<file path="src/rtl/dbg_halt_pkg.sv">
// Shared types for the debug halt entry controller.
// Assumes the reason code order is the fixed halt priority (lower code wins).
package dbg_halt_pkg;

    localparam int REASON_W  = 4;
    localparam int NUM_CAUSE = 9;

    typedef enum logic [REASON_W-1:0] {
        RSN_NONE  = 4'd0,
        RSN_EXT   = 4'd1,
        RSN_RSTC  = 4'd2,
        RSN_EXCC  = 4'd3,
        RSN_STEP  = 4'd4,
        RSN_HLT   = 4'd5,
        RSN_SWACC = 4'd6,
        RSN_OSUL  = 4'd7,
        RSN_BKPT  = 4'd8,
        RSN_WPT   = 4'd9
    } reason_e;

    // Bit positions in the main control word (write address 0)
    localparam int CB_HDE   = 0;
    localparam int CB_STEP  = 1;
    localparam int CB_RSTC  = 2;
    localparam int CB_TRAP  = 3;
    localparam int CB_OSUC  = 4;

    typedef struct packed {
        logic osuc_en;
        logic trap_en;
        logic rstc_en;
        logic step_en;
        logic hde;
    } ctrl_t;

endpackage

</file>
<file path="src/rtl/dbg_cfg_regs.sv">
// Control register file: the main control word and the per-level exception
// catch enables for entry and return. Assumes a single write per cycle and
// that written values take effect from the next cycle.
module dbg_cfg_regs
    import dbg_halt_pkg::*;
#(
    parameter int NUM_EL = 4,
    parameter int ADDR_W = 2,
    parameter int DATA_W = 8
) (
    input  logic              clk,
    input  logic              rst_n,
    input  logic              wr_en,
    input  logic [ADDR_W-1:0] wr_addr,
    input  logic [DATA_W-1:0] wr_data,
    output ctrl_t             ctrl,
    output logic [NUM_EL-1:0] catch_entry,
    output logic [NUM_EL-1:0] catch_ret
);
    localparam logic [ADDR_W-1:0] A_CTRL = ADDR_W'(0);
    localparam logic [ADDR_W-1:0] A_ENT  = ADDR_W'(1);
    localparam logic [ADDR_W-1:0] A_RET  = ADDR_W'(2);

    // Store the control word on a write to its address
    always_ff @(posedge clk) begin
        if (!rst_n) begin
            ctrl <= '0;
        end else if (wr_en && wr_addr == A_CTRL) begin
            ctrl.hde     <= wr_data[CB_HDE];
            ctrl.step_en <= wr_data[CB_STEP];
            ctrl.rstc_en <= wr_data[CB_RSTC];
            ctrl.trap_en <= wr_data[CB_TRAP];
            ctrl.osuc_en <= wr_data[CB_OSUC];
        end
    end

    // One enable flop pair per exception level
    for (genvar el = 0; el < NUM_EL; el++) begin : g_level
        // Store the entry and return catch bits for this level
        always_ff @(posedge clk) begin
            if (!rst_n) begin
                catch_entry[el] <= 1'b0;
                catch_ret[el]   <= 1'b0;
            end else if (wr_en) begin
                if (wr_addr == A_ENT) catch_entry[el] <= wr_data[el];
                if (wr_addr == A_RET) catch_ret[el]   <= wr_data[el];
            end
        end
    end
endmodule

</file>
<file path="src/rtl/dbg_cause_eval.sv">
// Turns the event pulses and the enables into a cause vector and picks the
// winner by fixed priority. Assumes the pulses are valid for one cycle each and
// that os_lock is a level. Causes are ignored while halted.
module dbg_cause_eval
    import dbg_halt_pkg::*;
#(
    parameter int NUM_EL = 4,
    localparam int EL_W = (NUM_EL > 1) ? $clog2(NUM_EL) : 1
) (
    input  logic                clk,
    input  logic                rst_n,
    input  logic                halted,
    input  logic                step_armed,
    input  ctrl_t               ctrl,
    input  logic [NUM_EL-1:0]   catch_entry,
    input  logic [NUM_EL-1:0]   catch_ret,
    input  logic                ext_halt_req,
    input  logic                hlt_commit,
    input  logic                insn_retire,
    input  logic                exc_entry,
    input  logic                exc_return,
    input  logic [EL_W-1:0]     exc_level,
    input  logic                core_rst_done,
    input  logic                dbg_reg_acc,
    input  logic                dbg_reg_acc_mmio,
    input  logic                os_lock,
    input  logic                bkpt_hit,
    input  logic                wpt_hit,
    input  logic                dbg_auth_ok,
    output logic                cause_any,
    output logic [REASON_W-1:0] cause_code
);
    logic                 os_lock_q;
    logic [NUM_CAUSE-1:0] cause;
    logic                 exc_hit;

    // Remember the previous OS lock level to spot the unlock edge
    always_ff @(posedge clk) begin
        if (!rst_n) os_lock_q <= 1'b0;
        else        os_lock_q <= os_lock;
    end

    // Look up the catch enable for the target level of the exception
    always_comb begin
        exc_hit = (exc_entry  && catch_entry[exc_level])
               || (exc_return && catch_ret[exc_level]);
    end

    // Form each enabled cause; bit k stands for reason code k+1
    always_comb begin
        cause = '0;
        if (!halted) begin
            cause[RSN_EXT  - 1] = ext_halt_req;
            cause[RSN_RSTC - 1] = core_rst_done && ctrl.rstc_en;
            cause[RSN_EXCC - 1] = exc_hit;
            cause[RSN_STEP - 1] = step_armed && (insn_retire || exc_entry);
            cause[RSN_HLT  - 1] = hlt_commit && ctrl.hde;
            cause[RSN_SWACC- 1] = dbg_reg_acc && !dbg_reg_acc_mmio && ctrl.trap_en;
            cause[RSN_OSUL - 1] = os_lock_q && !os_lock && ctrl.osuc_en;
            cause[RSN_BKPT - 1] = bkpt_hit && ctrl.hde && dbg_auth_ok;
            cause[RSN_WPT  - 1] = wpt_hit  && ctrl.hde && dbg_auth_ok;
        end
    end

    // Fixed-priority pick: the lowest set index wins
    always_comb begin
        cause_code = RSN_NONE;
        for (int k = NUM_CAUSE - 1; k >= 0; k--) begin
            if (cause[k]) cause_code = REASON_W'(k + 1);
        end
        cause_any = |cause;
    end
endmodule

</file>
<file path="src/rtl/dbg_run_state.sv">
// Run/halt state, latched halt reason and the single-step arm flag.
// Assumes a cause is only presented while running; restart is only acted on
// while halted.
module dbg_run_state
    import dbg_halt_pkg::*;
(
    input  logic                clk,
    input  logic                rst_n,
    input  logic                restart_req,
    input  logic                step_en,
    input  logic                cause_any,
    input  logic [REASON_W-1:0] cause_code,
    output logic                halted,
    output logic                step_armed,
    output logic [REASON_W-1:0] halt_reason
);
    // Enter on a cause, leave on restart, arm a step at restart if enabled
    always_ff @(posedge clk) begin
        if (!rst_n) begin
            halted      <= 1'b0;
            step_armed  <= 1'b0;
            halt_reason <= RSN_NONE;
        end else if (halted) begin
            if (restart_req) begin
                halted     <= 1'b0;
                step_armed <= step_en;
            end
        end else if (cause_any) begin
            halted      <= 1'b1;
            step_armed  <= 1'b0;
            halt_reason <= cause_code;
        end
    end
endmodule

</file>
<file path="src/rtl/dbg_halt_ctrl.sv">
// Top of the debug halt entry controller. It ties the control registers, the
// cause evaluation and the run/halt state together. It assumes every event
// input is a single-cycle pulse, except os_lock and dbg_auth_ok, which are levels.
module dbg_halt_ctrl
    import dbg_halt_pkg::*;
#(
    parameter int NUM_EL = 4,
    parameter int ADDR_W = 2,
    parameter int DATA_W = 8,
    localparam int EL_W = (NUM_EL > 1) ? $clog2(NUM_EL) : 1
) (
    input  logic                clk,
    input  logic                rst_n,
    input  logic                cfg_wr_en,
    input  logic [ADDR_W-1:0]   cfg_wr_addr,
    input  logic [DATA_W-1:0]   cfg_wr_data,
    input  logic                ext_halt_req,
    input  logic                restart_req,
    input  logic                hlt_commit,
    input  logic                insn_retire,
    input  logic                exc_entry,
    input  logic                exc_return,
    input  logic [EL_W-1:0]     exc_level,
    input  logic                core_rst_done,
    input  logic                dbg_reg_acc,
    input  logic                dbg_reg_acc_mmio,
    input  logic                os_lock,
    input  logic                bkpt_hit,
    input  logic                wpt_hit,
    input  logic                dbg_auth_ok,
    output logic                halted,
    output logic                hold_next,
    output logic [REASON_W-1:0] halt_reason
);
    ctrl_t               ctrl;
    logic [NUM_EL-1:0]   catch_entry;
    logic [NUM_EL-1:0]   catch_ret;
    logic                cause_any;
    logic [REASON_W-1:0] cause_code;
    logic                step_armed;

    dbg_cfg_regs #(.NUM_EL(NUM_EL), .ADDR_W(ADDR_W), .DATA_W(DATA_W)) u_regs (
        .clk(clk), .rst_n(rst_n),
        .wr_en(cfg_wr_en), .wr_addr(cfg_wr_addr), .wr_data(cfg_wr_data),
        .ctrl(ctrl), .catch_entry(catch_entry), .catch_ret(catch_ret)
    );

    dbg_cause_eval #(.NUM_EL(NUM_EL)) u_cause (
        .clk(clk), .rst_n(rst_n),
        .halted(halted), .step_armed(step_armed), .ctrl(ctrl),
        .catch_entry(catch_entry), .catch_ret(catch_ret),
        .ext_halt_req(ext_halt_req), .hlt_commit(hlt_commit),
        .insn_retire(insn_retire), .exc_entry(exc_entry),
        .exc_return(exc_return), .exc_level(exc_level),
        .core_rst_done(core_rst_done), .dbg_reg_acc(dbg_reg_acc),
        .dbg_reg_acc_mmio(dbg_reg_acc_mmio), .os_lock(os_lock),
        .bkpt_hit(bkpt_hit), .wpt_hit(wpt_hit), .dbg_auth_ok(dbg_auth_ok),
        .cause_any(cause_any), .cause_code(cause_code)
    );

    dbg_run_state u_state (
        .clk(clk), .rst_n(rst_n),
        .restart_req(restart_req), .step_en(ctrl.step_en),
        .cause_any(cause_any), .cause_code(cause_code),
        .halted(halted), .step_armed(step_armed), .halt_reason(halt_reason)
    );

    // Stop issue at once on a cause, and for as long as halted
    always_comb begin
        hold_next = halted || cause_any;
    end
endmodule

</file>
<file path="config.mk">
export PLATFORM = sky130hd
export DESIGN_NAME = dbg_halt_ctrl
export DESIGN_NICKNAME = d
export VERILOG_FILES = /design/src/rtl/dbg_halt_pkg.sv /design/src/rtl/dbg_cfg_regs.sv /design/src/rtl/dbg_cause_eval.sv /design/src/rtl/dbg_run_state.sv /design/src/rtl/dbg_halt_ctrl.sv
export SDC_FILE = /design/constraint.sdc
export NUM_CORES = 1
export LEC_CHECK = 0
export BUFFER_PORTS_ARGS = -buffer_cell sky130_fd_sc_hd__buf_2
export CAP_MARGIN = 10
export CORE_MARGIN = 1
export CORE_UTILIZATION = 48
export CTS_CLUSTER_SIZE = 30
export DETAILED_ROUTE_END_ITERATION = 7
export PLACE_DENSITY = 0.75
export SETUP_SLACK_MARGIN = 0.2
export SLEW_MARGIN = 20
export SYNTH_ARGS = -nofsm -noshare
export SYNTH_HDL_FRONTEND = slang
export SYNTH_SLANG_ARGS = --single-unit
</file>
<file path="constraint.sdc">
create_clock -name clk -period 2.1 [get_ports clk]
set_input_delay 0 -clock clk [delete_from_list [all_inputs] [get_ports clk]]
set_output_delay 0 -clock clk [all_outputs]
set_load 0.02 [all_outputs]
</file>
== Word level (Yosys, flattened, before mapping) ==
Index checks and enable logic that the tools add are counted.

* Register bits after elaboration: 20
* Output and inout bits: 6
* Bits of input ports: 28
* Word-level logic and storage cells: 68

* Muxes and demuxes: 20
* Equal/unequal tests: 3
* Order comparisons: 1
* Reductions and logical operators: 26
* Bitwise operators: 1

{| class="wikitable"
|+ Operator list
! kind !! count
|-
| $mux 4 || 9
|-
| $logic_and 1x1->1 || 14
|-
| $mux 9 || 1
|-
| $reduce_or 9->1 || 1
|-
| $mux 1 || 8
|-
| $reduce_and 2->1 || 4
|-
| $bmux 1 s2 || 2
|-
| $logic_or 1x1->1 || 3
|-
| $lt 2x3->1 const B || 1
|-
| $eq 2x1->1 const B || 1
|-
| $eq 2x2->1 const B || 1
|-
| $logic_not 1->1 || 2
|-
| $logic_not 2->1 || 1
|-
| $ne 2x2->1 const B || 1
|-
| $reduce_bool 2->1 || 1
|-
| $not 1->1 || 1
|}

== Depth between registers and ports, before layout ==
Gate-level depths: netlist of the first run.

* Word-level depth: 14
* Mapped depth: 6
* Gate-level depth less buffers: 5

== Modules after synthesis ==
Synthesis of the first run repeated with hierarchy kept, for this count alone.

* Cells, all modules: 113
* Area, all modules: 1061.0 sq um

{| class="wikitable"
|+ By module, submodules not included
! module !! cells each !! area an instance (sq um) !! sequential area each (sq um) !! times used
|-
| dbg_cfg_regs || 49 || 501.7 || 260.2 || 1
|-
| dbg_cause_eval || 41 || 310.3 || 20.0 || 1
|-
| dbg_run_state || 22 || 242.7 || 120.1 || 1
|-
| dbg_halt_ctrl || 1 || 6.3 || 0.0 || 1
|}

== Worst setup path after synthesis of the first run ==
No wires, ideal clock.

* Kind: reg-to-reg
* Start point: reg u_state.halted
* End point: reg u_state.halted
* Stages on the path, launching flop included: 7
* Slack: 0.433 ns
* Library setup time: 0.116 ns
* Required time: 1.984 ns
* Arrival: 1.552 ns
* Period minus slack after synthesis: 1.667 ns
* Buffers on the path: 1
* Cells stage by stage: dfxtp_1 -> buf_6 -> nand4bb_1 -> o31ai_2 -> nor3_2 -> nand3_1 -> and3_1

* Longest elaborated chain between the ends: 4

{| class="wikitable"
|+ RTL lines
! what !! RTL line !! text
|-
| start: declaration || dbg_run_state.sv:13 || <nowiki>output logic halted,</nowiki>
|-
| start signal: assignment || dbg_run_state.sv:20 || <nowiki>halted <= 1'b0;</nowiki>
|-
| start signal: assignment || dbg_run_state.sv:25 || <nowiki>halted <= 1'b0;</nowiki>
|-
| start signal: assignment || dbg_run_state.sv:29 || <nowiki>halted <= 1'b1;</nowiki>
|-
| $mux 9 || dbg_cause_eval.sv:52 || <nowiki>if (!halted) begin</nowiki>
|-
| $reduce_or 9->1 || dbg_cause_eval.sv:71 || <nowiki>cause_any = |cause;</nowiki>
|-
| $mux 1 || dbg_run_state.sv:28 || <nowiki>end else if (cause_any) begin</nowiki>
|-
| $mux 1 (*) || dbg_run_state.sv:23 || <nowiki>end else if (halted) begin</nowiki>
|}

Mark *: on every way between the ends. The rest lies on a longest branch, timed or not.
A chain may end at the register's enable or synchronous reset.

== Final worst setup path of the first run ==
* Start point: reg, netlist name u_regs.ctrl[2]
* End point: out hold_next

* Longest elaborated chain between the ends: 4

{| class="wikitable"
|+ RTL lines
! what !! RTL line !! text
|-
| $logic_and 1x1->1 || dbg_cause_eval.sv:54 || <nowiki>cause[RSN_RSTC - 1] = core_rst_done && ctrl.rstc_en;</nowiki>
|-
| $mux 9 || dbg_cause_eval.sv:52 ||
|-
| $reduce_or 9->1 || dbg_cause_eval.sv:71 ||
|-
| $logic_or 1x1->1 || dbg_halt_ctrl.sv:70 || <nowiki>hold_next = halted || cause_any;</nowiki>
|-
| end: declaration || dbg_halt_ctrl.sv:32 || <nowiki>output logic hold_next,</nowiki>
|}

Every way passes these cells.

==> results.md, run 1 <==
Setup path:
- The kind of start point of the critical path is a register.
- The largest fanout on the critical path is 4.
- The worst-case register-to-register setup slack is 550 ps.
- The worst register-to-register path has a depth of 5.
- The capture point of the worst reg-to-reg path is u_state.halt_reason[0].
- The critical path in this run is classified as register to primary output.
- At the worst endpoint, the arrival time is 1740 ps.
- The worst setup path is captured at a primary output.
- The critical path data required time is 2100 ps.
- The launching point of the worst reg2reg path is u_regs.ctrl[2].

Die:
- The vertical die dimension is 47.6 um.
- For this configuration, the core starts out at a cell density of 50.8%.
- In this run the count of I/O pins placed on the die edge is 34.
- The number of rows in the core area is 16.
- The overall die width is 47.6 um.
- The floorplan step defined a core boundary enclosing 1960 um^2.
- The floorplan die area is 2260 um^2.

Worst hold path:
- The hold path depth is 2.
- The path class of the tightest hold or removal check is input pin to register.
- The source of the worst hold timing path is rst_n.
- The worst hold path terminates at u_state.halted.

Final layout:
- The top cell types in the final layout, fill and taps aside, are sky130_fd_sc_hd__buf_2 (30), sky130_fd_sc_hd__dfxtp_1 (19), sky130_fd_sc_hd__mux2i_1 (17), sky130_fd_sc_hd__nor2_1 (15), sky130_fd_sc_hd__nand2_1 (11).
- The commonest non-fill, non-tap cell in the layout is sky130_fd_sc_hd__buf_2.
- After filler insertion, the fill cell instance count of the layout stands at 184.
- The number of standard cells in the final layout excluding fillers is 170.
- The share of layout cells above drive strength 1 is 30.1%.
- 0 antenna diodes ended up in the layout.
- The area added between synthesis and finish is 27.6%.
- For this run, the post-layout net count is 172.

STA:
- The accumulated negative setup slack is 0 ps.
- The worst slew margin relative to its limit is 65.1%.
- The number of pins with negative max-slew slack in the final report is 0.
- The slew of the pin with the lowest slew margin is 521 ps.
- The worst path in the final design needs a cycle of 1740 ps, including I/O delays and setup.
- The count of final hold-check violations is 0.
- Between clock sinks in the finished design, the worst skew comes to 1.73 ps.
- Setup violations remaining at the end of the flow were counted as 0.
- The final critical path takes up 82.9% of the cycle.
- Setup repair after global routing left no endpoint under its margin.
- The peak clock frequency supported by timing is 574 MHz.

Detailed routing:
- The detail route stage leaves a number of antenna-violating nets equal to 0.
- The via total after detailed routing is 907.
- The per-cell via count in the routed design is 5.34.
- The pre-antenna-repair detailed-routing pass consisted of 4 iterations.
- The first-iteration detailed-routing DRC count is 16.
- Summed over all layers, the routed wires come to 2130 um.
- For this run, design rule violations remaining after detail routing come to 0.
- Dividing the detail-routed wire length by the instance count gives 12.5 um.

Synth:
- Counting every net in the synthesized netlist gives 132.
- The number of cells produced by synthesis is 104.
- The count of warnings emitted by yosys is 0.
- The share of synthesized area occupied by flip-flops and latches is 40.2%.
- The register bit count reported by yosys is 20.
- The post-synthesis cell area is 997 um^2.
- Each instance of the synthesized netlist takes up on average 9.59 um^2.
- The post-synthesis cell type count is 31.

Pwr:
- In this run the static leakage power is 0.573 nW.
- The areal power density over the cells is 623 nW/um^2.
- IR analysis of the VDD net gives a maximum drop of 0.423 mV.

Clock tree:
- The clock insertion delay at the later pin of the skew report is 300 ps.
- The clock-pin slew of the registers on the worst-case setup and hold paths is 110 ps.
- The clock passes through at most 2 buffers.
- The TritonCTS sink count is 20.
- The setup fix buffers added after clock tree synthesis is 0.
- The total CTS buffers is 3.
- The depth of the CTS H-tree is 1.
- The buffer type at the clock tree root is sky130_fd_sc_hd__clkbuf_4.
- The TritonCTS clock tree is built.

Placement:
- Summed over all nets, the half-perimeter wirelength after detailed placement is 1670 um.
- The placer's final routability congestion estimate is 0.879.
- In this run, placement finished with an instance count of 158.
- The count of buffers added on input and output ports is 30.

Global routing:
- Global routing used 21.9% of the available tracks across all layers.
- The number of antenna violations at the first check in global routing is 0.
- Global routing finished with a remaining overflow of 0.
- The number of global-route vias before repair is 826.
- Entering global routing, the biggest net connects 18 pins.
- The first global-routing pass estimated 3440 um of wire.

Run status:
- The run finished with clean final reports.

Flow run:
- Across the run, the number of max-cap violations was 0.
-- through the flow --
step / worst slack [ps] / hold WS (ps) / util, % / cell area (um^2) / power [mW]
2_1_floorplan: 433 / 117 / - / 997 / 0.513
3_3_place_gp: 552 / 227 / 58.9 / 1150 / 0.559
3_5_place_dp: 496 / 248 / 58.9 / 1150 / 0.564
4_1_cts: 280 / 17.7 / 64.8 / 1270 / 0.795
5_1_grt: 248 / 8.75 / 64.9 / 1270 / 0.830
6_report: 358 / 16.9 / 64.9 / 1270 / 0.792
-- power breakdown --
group          internal (mW)  switching [mW]
Combinational         0.0715          0.0824
Clock                  0.106           0.120
Sequential             0.398          0.0153
-- synth_stat cells, drive strengths merged --
master   instances  area [um^2]
nor2            15         56.3
and3b            1         8.76
a221oi           2         23.8
nor3b            3         37.5
and2             1         6.26
nand2           11         41.3
o221a            1         11.3
clkinv           1         3.75
mux2i           17          170
dfxtp           20          400
inv              3         11.3
nand3            3         15.0
o21ai            1         5.00
a21oi            4         23.8
nand4bb          1         11.3
and3             1         6.26
nor3             3         20.0
a221o            1         10.0
o211ai           2         15.0
buf              2         22.5
nand3b           2         15.0
a22o             1         8.76
o31ai            2         33.8
o22ai            2         12.5
o32ai            2         17.5
nor4             1         6.26
clkbuf           1         3.75
-- worst max-delay path, stage by stage (launching register included) --
cell and delay (ps):
sky130_fd_sc_hd__dfxtp_1 370, sky130_fd_sc_hd__a21oi_1 250, sky130_fd_sc_hd__a21oi_1 150, sky130_fd_sc_hd__nor3_2 330
sky130_fd_sc_hd__nand3_1 150, sky130_fd_sc_hd__buf_2 190
-- state kept, by name, indices dropped and copies added (netlist names) --
name and cells:
u_regs.catch_entry 4, u_regs.ctrl 5, u_state.halted 1, u_regs.catch_ret 4
u_state.step_armed 1, u_cause.os_lock_q 1, u_state.halt_reason 4
-- kinds of logic (layout without fill, tap and decap cells) --
family / count (synthesis) / count (layout) / synth area share, %
AO/OA/AOI/OAI: 18 / 18 / 16.2
buffers and inverters: 7 / 46 / 4.14
flip-flops: 20 / 20 / 40.2
multiplexers: 17 / 17 / 17.1
AND/OR/NAND/NOR: 42 / 42 / 22.5
-- how the worst max path moves through the flow --
stage                                         to  slack, ps           start  cells after the start
after floorplan                   u_state.halted        430  u_state.halted                      6
after global placement    u_state.halt_reason[0]        550  u_state.halted                      5
after detailed placement  u_state.halt_reason[0]        500  u_state.halted                      5
after CTS                              hold_next        280  u_state.halted                      5
after global routing                   hold_next        250  u_regs.ctrl[2]                      5
final                                  hold_next        360  u_regs.ctrl[2]                      5
-- layer usage --
layer | GRT usage, % | wire length, um | vias to the layer above
met5 | 0 | 0 | -
met4 | 7.78 | 36 | 0
met3 | 5.28 | 98 | 4
met2 | 38.4 | 1050 | 26
met1 | 26.0 | 945 | 415
li1 | - | - | 462
-- area by class of cell --
cell class | count | area (um^2) | area share (%)
Multi-Input combinational cell | 77 | 556 | 43.7
Sequential cell | 20 | 402 | 31.6
Timing Repair Buffer | 38 | 230 | 18.1
Clock buffer | 4 | 36.3 | 2.85
Tap cell | 27 | 33.8 | 2.65
Inverter | 4 | 15.0 | 1.18
-- timing repair --
action                                 4_1_cts  5_1_grt
setup endpoints to repair                    0        1
gates resized for setup                      0        1
hold buffers                                 8        0
endpoints found under the hold margin       16        0
(Power assumes the default switching activity.)
==> run 2, diff against run 1 <==
- ABC_AREA: unset -> 1
- CORE_UTILIZATION: 48 -> 49
- PLACE_DENSITY: 0.75 -> 0.76
- clock period: 2.1 -> 1.8 ns (I/O delays scaled with it)
==> results.md, run 2 <==
Setup path:
- The kind of end point of the critical path was a primary output (unchanged).
- Worst-path cell chain: buf_12, nor2_4, o211ai_1, nand2_2, nor2_4, nand2_2, inv_2, nand2_2, buf_6 (was a21oi_1, a21oi_1, nor3_2, nand3_1, buf_2).
- The kind of start point of the critical path is a register (unchanged).
- The family with the most delay on the worst path is simple AND/OR/NAND/NOR gates (unchanged).
- The critical path class is register to primary output (unchanged).
- The logic depth of the worst path, buffers included was 9 (was 5).
- The critical path data required time was 1800 ps (was 2100 ps).
- The number of buffer and inverter instances along the worst setup path is 3 (was 1).
- The highest cell delay on the worst timing path is 380 ps (was 370 ps).
- The worst-case register-to-register setup slack is 380 ps (was 550 ps).
- The capture point of the worst reg-to-reg path is u_state.halt_reason[0] (unchanged).
- The largest fanout on the critical path was 5 (was 4).
- The most used cell along the critical path was sky130_fd_sc_hd__nand2_2 (was sky130_fd_sc_hd__a21oi_1).
- The depth of the worst register-to-register path is 8 (was 5).
- The arrival time of data at the critical path endpoint is 1610 ps (was 1740 ps).
- The cell type of the slowest stage on the worst timing path is sky130_fd_sc_hd__dfxtp_4 (was sky130_fd_sc_hd__dfxtp_1).
- The launching point of the worst reg2reg path is u_state.halted (was u_regs.ctrl[2]).

Final layout:
- The final design area excluding fillers is 1400 um^2 (was 1270 um^2).
- The number of standard cells in the final layout excluding fillers came to 224 (was 170).
- The area added between synthesis and finish was 36.5% (was 27.6%).
- The share of layout cells above drive strength 1 is 32.0% (was 30.1%).
- The top register by number of flip-flops is u_regs.ctrl (unchanged).
- The final-layout fill cell count is 184 (unchanged).
- The final-stage net count is 226 (was 172).
- The flip-flop count of the largest register after layout came to 5 (unchanged).
- Top library cells by usage in the layout, fill and taps aside: sky130_fd_sc_hd__nand2_1 (31), sky130_fd_sc_hd__buf_2 (29), sky130_fd_sc_hd__inv_1 (22), sky130_fd_sc_hd__dfxtp_1 (19), sky130_fd_sc_hd__a21oi_1 (15) (was sky130_fd_sc_hd__buf_2 (30), sky130_fd_sc_hd__dfxtp_1 (19), sky130_fd_sc_hd__mux2i_1 (17), sky130_fd_sc_hd__nor2_1 (15), sky130_fd_sc_hd__nand2_1 (11)).
- The antenna diode instance count is 0 (unchanged).
- The commonest non-fill, non-tap cell in the layout is sky130_fd_sc_hd__nand2_1 (was sky130_fd_sc_hd__buf_2).

Die:
- The vertical die dimension is 47.8 um (was 47.6 um).
- The area inside the core boundary is 1960 um^2 (unchanged).
- The floorplan die area was 2280 um^2 (was 2260 um^2).
- The number of rows in the core area is 16 (unchanged).
- The overall die width is 47.8 um (was 47.6 um).
- The I/O pin total is 34 (unchanged).
- The initial cell density of the core is 52.4% (was 50.8%).

Clock tree:
- The clock insertion delay at the later pin of the skew report came to 300 ps (about the same).
- The depth of the CTS H-tree came to 1 (unchanged).
- The TritonCTS sink count was 20 (unchanged).
- The total CTS buffers came to 3 (unchanged).
- The maximum root-to-sink buffer count came to 2 (unchanged).
- The TritonCTS clock tree is built (unchanged).
- The buffer type at the clock tree root is sky130_fd_sc_hd__clkbuf_4 (unchanged).
- The clock-pin slew of the registers on the worst-case setup and hold paths was 120 ps (was 110 ps).

Pwr:
- The areal power density over the cells is 756 nW/um^2 (was 623 nW/um^2).
- The maximum ir drop on the vdd rail is 0.415 mV (was 0.423 mV).
- The static power due to leakage is 0.693 nW (was 0.573 nW).

Global routing:
- The number of antenna violations at the first check in global routing was 0 (unchanged).
- The final global-route overflow total is 0 (unchanged).
- The pin count of the biggest net entering global routing is 20 (was 18).
- The global-route total usage across every layer came to 23.0% (was 21.9%).
- The first-pass GRT wire length is 3680 um (was 3440 um).
- The number of global-route vias before repair is 927 (was 826).

STA:
- The count of final hold-check violations was 0 (unchanged).
- The final clock skew was 6.06 ps (was 1.73 ps).
- Dividing the final minimum period by the clock period gives 89.3%.
- The slew of the pin with the lowest slew margin is 493 ps (was 521 ps).
- The final count of negative-setup-slack endpoints is 0 (unchanged).
- The peak clock frequency supported by timing is 622 MHz.
- The final critical path time including I/O delays and setup is 1610 ps.
- The number of pins with negative max-slew slack in the final report was 0 (unchanged).
- The accumulated negative setup slack is 0 ps (unchanged).
- The worst slew margin relative to its limit is 66.9% (was 65.1%).
- Unrepaired setup endpoints after global routing: yes (was no).

Detailed routing:
- The number of iterations in the first detailed-routing pass is 4 (unchanged).
- The post-detailed-route wirelength per cell is 11.5 um (was 12.5 um).
- The number of routed nets with antenna violations is 0 (unchanged).
- The first-iteration detailed-routing DRC count is 35 (was 16).
- The per-cell via count in the routed design is 4.97 (was 5.34).
- The number of DRC violations after detailed routing is 0 (unchanged).
- The final wirelength is 2580 um (was 2130 um).
- The via total after detailed routing is 1113 (was 907).

Placement:
- The number of cells after detailed placement was 209 (was 158).
- The placed standard-cell area is 1200 um^2 (was 1150 um^2).
- The port buffer count is 30 (unchanged).
- The HPWL reported at the end of detailed placement was 1720 um (was 1670 um).
- The placer's final routability congestion estimate is 0.869 (was 0.879).

Synth:
- The combinational family with the most area after synthesis is simple AND/OR/NAND/NOR gates (unchanged).
- The xor/xnor cell area share of the yosys netlist is 0% (unchanged).
- The register bit count reported by yosys was 20 (unchanged).
- The count of warnings emitted by yosys is 0 (unchanged).
- Most used standard cells in the synthesized netlist: sky130_fd_sc_hd__nand2_1 (34), sky130_fd_sc_hd__inv_1 (22), sky130_fd_sc_hd__dfxtp_1 (20) (was sky130_fd_sc_hd__dfxtp_1 (20), sky130_fd_sc_hd__mux2i_1 (17), sky130_fd_sc_hd__nor2_1 (15)).
- The post-synthesis cell type count is 21 (was 31).
- The mux share of post-synthesis cell area was 0% (was 17.1%).
- The biggest area consumer among synthesized cells is sky130_fd_sc_hd__dfxtp_1 (unchanged).
- Main area contributors after synthesis: sky130_fd_sc_hd__dfxtp_1 (39%), sky130_fd_sc_hd__nand2_1 (12%), sky130_fd_sc_hd__inv_1 (8.0%) (was sky130_fd_sc_hd__dfxtp_1 (40%), sky130_fd_sc_hd__mux2i_1 (17%), sky130_fd_sc_hd__nor2_1 (5.6%)).
- The post-synthesis compound-gate area fraction came to 18.9% (was 16.2%).
- The synthesized netlist net count is 182 (was 132).
- The dominant synthesized flop cell is sky130_fd_sc_hd__dfxtp_1 (unchanged).
- The mean cell area of the mapped netlist is 6.67 um^2 (was 9.59 um^2).
- The most common cell in the synthesized netlist is sky130_fd_sc_hd__nand2_1 (was sky130_fd_sc_hd__dfxtp_1).
- The fraction of synthesized cell area taken by the top area cell type came to 39.0% (was 40.2%).
- The share of synthesized area occupied by flip-flops and latches is 39.0% (was 40.2%).
- The post-synthesis simple-gate area fraction is 30.9% (was 22.5%).
- The share of flip-flops with an asynchronous set or reset was 0% (unchanged).
- The number of flops mapped to enable cells by yosys is 0 (unchanged).
- The post-synthesis cell area is 1030 um^2 (was 997 um^2).
- The number of cells produced by synthesis is 154 (was 104).
- The area share of fa/ha/maj cells after synthesis is 0% (unchanged).

Worst hold path:
- The source of the worst hold timing path is cfg_wr_data[0] (was rst_n).
- The classification of the worst-slack hold path was input pin to register (unchanged).
- The hold path depth is 3 (was 2).
- The destination of the worst hold path is u_regs.catch_ret[0] (was u_state.halted).

Run status:
- Result of the run: finished, final reports clean (unchanged).

Flow run:
- The number of maximum-capacitance violations is 0 (unchanged).
==> run 2: changes by cell type in the layout (fill, tap and decap cells not counted), sizes merged, moves of 9 or more <==
cell,delta
nand2,+27
inv,+23
mux2i,-17
o21ai,+14
a21oi,+13
nand3,+9
==> run 2: per-stage QoR <==
step / hold slack, ps / power (mW) / worst slack [ps] / utilization (%)
2_1_floorplan: 93.5 / 0.663 / 422 / -
3_3_place_gp: 197 / 0.727 / 371 / 61.0
3_5_place_dp: 198 / 0.734 / 312 / 61.0
4_1_cts: 2.01 / 1.04 / 200 / 68.6
5_1_grt: 23.5 / 1.12 / 131 / 71.5
6_report: 12.0 / 1.06 / 193 / 71.5
==> run 2: where the power goes <==
| group | switching (mW) | internal, mW |
|---|---|---|
| registers | 0.0166 | 0.475 |
| logic | 0.176 | 0.129 |
| clock network | 0.141 | 0.123 |
| total | 0.333 | 0.727 |
==> run 2: logic make-up (layout without fill, tap and decap cells) <==
| logic type | count (synthesis) | count (layout) |
|---|---|---|
| AND/OR/NAND/NOR | 72 | 72 |
| AO/OA/AOI/OAI | 34 | 34 |
| buffers and inverters | 28 | 71 |
| flip-flops | 20 | 20 |
==> run 2: worst max path at each step <==
stage,end,startpoint,slack [ps]
2_1_floorplan,u_state.halt_reason[2],u_state.halted,420
3_3_place_gp,u_state.halt_reason[2],u_state.halted,370
3_5_place_dp,u_state.halt_reason[2],u_state.halted,310
4_1_cts,hold_next,u_state.halted,200
5_1_grt,hold_next,u_state.halted,130
6_report,hold_next,u_state.halted,190
==> run 2: metal layers <==
layer	global-route usage, %	part of all wire (%)
met3	3.77	6.9
met5	0	0
met4	7.78	0.35
met2	38.9	50
met1	29.5	43
==> run 2: cell type report <==
type	instances	area, um^2	share of cell area (%)
Clock buffer	4	36.3	2.59
Timing Repair Buffer	41	269	19.2
Tap cell	27	33.8	2.41
Multi-Input combinational cell	106	559	39.9
Inverter	26	100	7.14
Sequential cell	20	404	28.8
==> run 2: tightest hold or removal path, delay by kind of cell <==
family | cells | cell delay, ps
AOI/OAI and AO/OA | 2 | 180
buffers and inverters | 1 | 100
==> run 2: timing repair <==
action	CTS	global route
hold buffers	7	0
hold endpoints to repair	8	0
buffers inserted	3	1
pin swaps	3	8
endpoints found under the setup margin	1	1
resized for setup	6	13
==> run 3, diff against run 2 <==
- ABC_AREA: 1 -> unset
- CORE_UTILIZATION: 49 -> 48
- PLACE_DENSITY: 0.76 -> 0.75
==> results.md, run 3 (synthesis results as in run 1) <==
Detailed routing:
- The post-detailed-route wirelength per cell is 13.8 um (was 11.5 um).
- The number of routed nets with antenna violations is 0 (unchanged).
- The first-iteration detailed-routing DRC count came to 9 (was 35).
- The number of DRC violations after detailed routing is 0 (unchanged).
- The number of iterations in the first detailed-routing pass is 4 (unchanged).
- The per-cell via count in the routed design is 5.37 (was 4.97).
- The via total after detailed routing came to 935 (was 1113).
- The final wirelength is 2400 um (was 2580 um).

Placement:
- The HPWL reported at the end of detailed placement is 1680 um (was 1720 um).
- The number of cells after detailed placement is 159 (was 209).
- The worst setup timing slack at the placement stage came to 249 ps (was 312 ps).
- The placer's final routability congestion estimate is 0.802 (was 0.869).
- The port buffer count is 30 (unchanged).

Flow run:
- The number of maximum-capacitance violations came to 0 (unchanged).

Setup path:
- The kind of end point of the critical path was a primary output (unchanged).
- The worst-case register-to-register setup slack is 280 ps (was 380 ps).
- The depth of the worst register-to-register path is 6 (was 8).
- The launching point of the worst reg2reg path is u_regs.catch_ret[0] (was u_state.halted).
- The arrival time of data at the critical path endpoint came to 1580 ps (was 1610 ps).
- The critical path data required time is 1800 ps (about the same).
- The cell type of the slowest stage on the worst timing path was sky130_fd_sc_hd__dfxtp_1 (was sky130_fd_sc_hd__dfxtp_4).
- The capture point of the worst reg-to-reg path is u_state.halt_reason[0] (unchanged).
- The kind of start point of the critical path is a register (unchanged).
- The critical path class was register to primary output (unchanged).
- The number of buffer and inverter instances along the worst setup path is 1 (was 3).
- The largest fanout on the critical path was 3 (was 5).
- The family with the most delay on the worst path is flip-flops (was simple AND/OR/NAND/NOR gates).
- The highest cell delay on the worst timing path is 350 ps (was 380 ps).
- Worst-path cell chain: mux2i_2, nor3b_2, o31ai_4, nand3_2, buf_2 (was buf_12, nor2_4, o211ai_1, nand2_2, nor2_4, nand2_2, inv_2, nand2_2, buf_6).

Clock tree:
- The maximum root-to-sink buffer count was 2 (unchanged).
- The buffer type at the clock tree root was sky130_fd_sc_hd__clkbuf_4 (unchanged).
- The clock insertion delay at the later pin of the skew report was 300 ps (about the same).
- The total CTS buffers is 3 (unchanged).
- The TritonCTS clock tree is built (unchanged).
- The TritonCTS sink count is 20 (unchanged).
- The depth of the CTS H-tree is 1 (unchanged).
- The clock-pin slew of the registers on the worst-case setup and hold paths came to 110 ps (was 120 ps).

Final layout:
- The register area is 407 um^2 (was 404 um^2).
- The area taken by multi-input logic gates is 576 um^2 (was 559 um^2).
- The number of standard cells in the final layout excluding fillers is 174 (was 224).
- Top library cells by usage in the layout, fill and taps aside: sky130_fd_sc_hd__buf_2 (30), sky130_fd_sc_hd__dfxtp_1 (17), sky130_fd_sc_hd__mux2i_1 (16), sky130_fd_sc_hd__nor2_1 (15), sky130_fd_sc_hd__nand2_1 (11) (was sky130_fd_sc_hd__nand2_1 (31), sky130_fd_sc_hd__buf_2 (29), sky130_fd_sc_hd__inv_1 (22), sky130_fd_sc_hd__dfxtp_1 (19), sky130_fd_sc_hd__a21oi_1 (15)).
- The antenna diode instance count was 0 (unchanged).
- The flip-flop count of the largest register after layout is 5 (unchanged).
- The top register by number of flip-flops is u_regs.ctrl (unchanged).
- The commonest non-fill, non-tap cell in the layout is sky130_fd_sc_hd__buf_2 (was sky130_fd_sc_hd__nand2_1).
- The final-layout fill cell count is 168 (was 184).
- The share of layout cells above drive strength 1 is 36.7% (was 32.0%).
- The area added between synthesis and finish was 35.1% (was 36.5%).
- The final-stage net count is 176 (was 226).

STA:
- The least setup slack across all paths after layout came to 221 ps (was 193 ps).
- The slew of the pin with the lowest slew margin is 510 ps (was 493 ps).
- The number of pins with negative max-slew slack in the final report is 0 (unchanged).
- The final clock skew is 1.50 ps (was 6.06 ps).
- The worst slew margin relative to its limit is 65.9% (was 66.9%).
- The accumulated negative setup slack is 0 ps (unchanged).
- The peak clock frequency supported by timing is 633 MHz (was 622 MHz).
- The share of the clock period used by the worst path after layout is 87.7% (was 89.3%).
- Unrepaired setup endpoints after global routing: yes (unchanged).
- The final count of negative-setup-slack endpoints is 0 (unchanged).
- The final critical path time including I/O delays and setup is 1580 ps (was 1610 ps).
- The count of final hold-check violations is 0 (unchanged).

Pwr:
- The maximum ir drop on the vdd rail is 0.640 mV (was 0.415 mV).
- The static power due to leakage is 0.602 nW (was 0.693 nW).
- The fraction of power consumed by sequential logic is 45.9% (was 46.4%).
- The net switching power is 265 uW (was 333 uW).
- The switching power as a share of total power was 25.2% (was 31.4%).
- The design internal power is 786 uW (was 727 uW).
- The combinational share of power is 19.2% (was 28.7%).
- The areal power density over the cells is 780 nW/um^2 (was 756 nW/um^2).
- The clock network power share was 34.9% (was 24.9%).

Worst hold path:
- The classification of the worst-slack hold path is input pin to register (unchanged).
- The hold path depth came to 3 (unchanged).
- The destination of the worst hold path is u_state.step_armed (was u_regs.catch_ret[0]).
- The source of the worst hold timing path is rst_n (was cfg_wr_data[0]).

Die:
- The initial cell density of the core is 50.8% (was 52.4%).
- The I/O pin total is 34 (unchanged).
- The area inside the core boundary is 1960 um^2 (unchanged).
- The vertical die dimension was 47.6 um (was 47.8 um).
- The number of rows in the core area is 16 (unchanged).
- The floorplan die area is 2260 um^2 (was 2280 um^2).
- The overall die width is 47.6 um (was 47.8 um).

Global routing:
- The number of antenna violations at the first check in global routing came to 0 (unchanged).
- The global-route total usage across every layer is 22.1% (was 23.0%).
- The number of global-route vias before repair is 850 (was 927).
- The first-pass GRT wire length is 3420 um (was 3680 um).
- The final global-route overflow total came to 0 (unchanged).
- The pin count of the biggest net entering global routing is 18 (was 20).

Run status:
- Result of the run: finished, final reports clean (unchanged).
## run 3: per-stage QoR
| step | hold slack [ps] | cell area (um^2) | total power [mW] | util (%) |
|---|---|---|---|---|
| 2_1_floorplan | 117 | 1000 | 0.600 | - |
| 3_3_place_gp | 211 | 1170 | 0.657 | 59.5 |
| 3_5_place_dp | 218 | 1170 | 0.663 | 59.5 |
| 4_1_cts | 17.1 | 1320 | 1.04 | 67.1 |
| 5_1_grt | 23.8 | 1350 | 1.09 | 68.7 |
| 6_report | 20.6 | 1350 | 1.05 | 68.7 |
## run 3: how the worst max path moves through the flow
stage                              startpoint                endpoint  cells after the start
after detailed placement       u_state.halted  u_state.halt_reason[0]                      5
after global placement         u_state.halted  u_state.halt_reason[0]                      5
after floorplan                u_state.halted          u_state.halted                      6
after global routing      u_regs.catch_ret[0]               hold_next                      5
after CTS                      u_state.halted               hold_next                      5
final                     u_regs.catch_ret[0]               hold_next                      5
## run 3: power by group through the flow
stage	logic (mW)	clock network, mW	registers [mW]
final	0.202	0.367	0.483
after global routing	0.218	0.383	0.487
after CTS	0.192	0.366	0.480
after detailed placement	0.173	0	0.490
after global placement	0.168	0	0.489
after floorplan	0.106	0	0.494
## run 3: metal layers
layer	part of all wire, %	global-route usage [%]
met1	43	22.9
met5	0	0
met2	52	41.6
met3	4.7	7.17
met4	1.1	7.22
## run 3: final cells by class
class | instances | share of cell area, %
clock buffer | 3 | 1.67
inverter | 4 | 1.11
clock inverter | 1 | 2.23
tap | 27 | 2.51
sequential | 20 | 30.2
timing repair buffer | 42 | 19.6
multi-input combinational | 77 | 42.7
## run 3: worst reg2reg max path: cells and delay by family (launching register included)
family,cells,cell delay [ps]
AND/OR/NAND/NOR,1,260
multiplexers,1,110
buffers and inverters,1,150
AO/OA/AOI/OAI,3,540
flip-flops,1,390
## run 3: timing repair
item	CTS	global route
endpoints found under the setup margin	1	5
pin swaps	2	4
hold buffers	8	0
buffers inserted	2	1
gates resized for setup	1	8
hold endpoints to repair	15	0
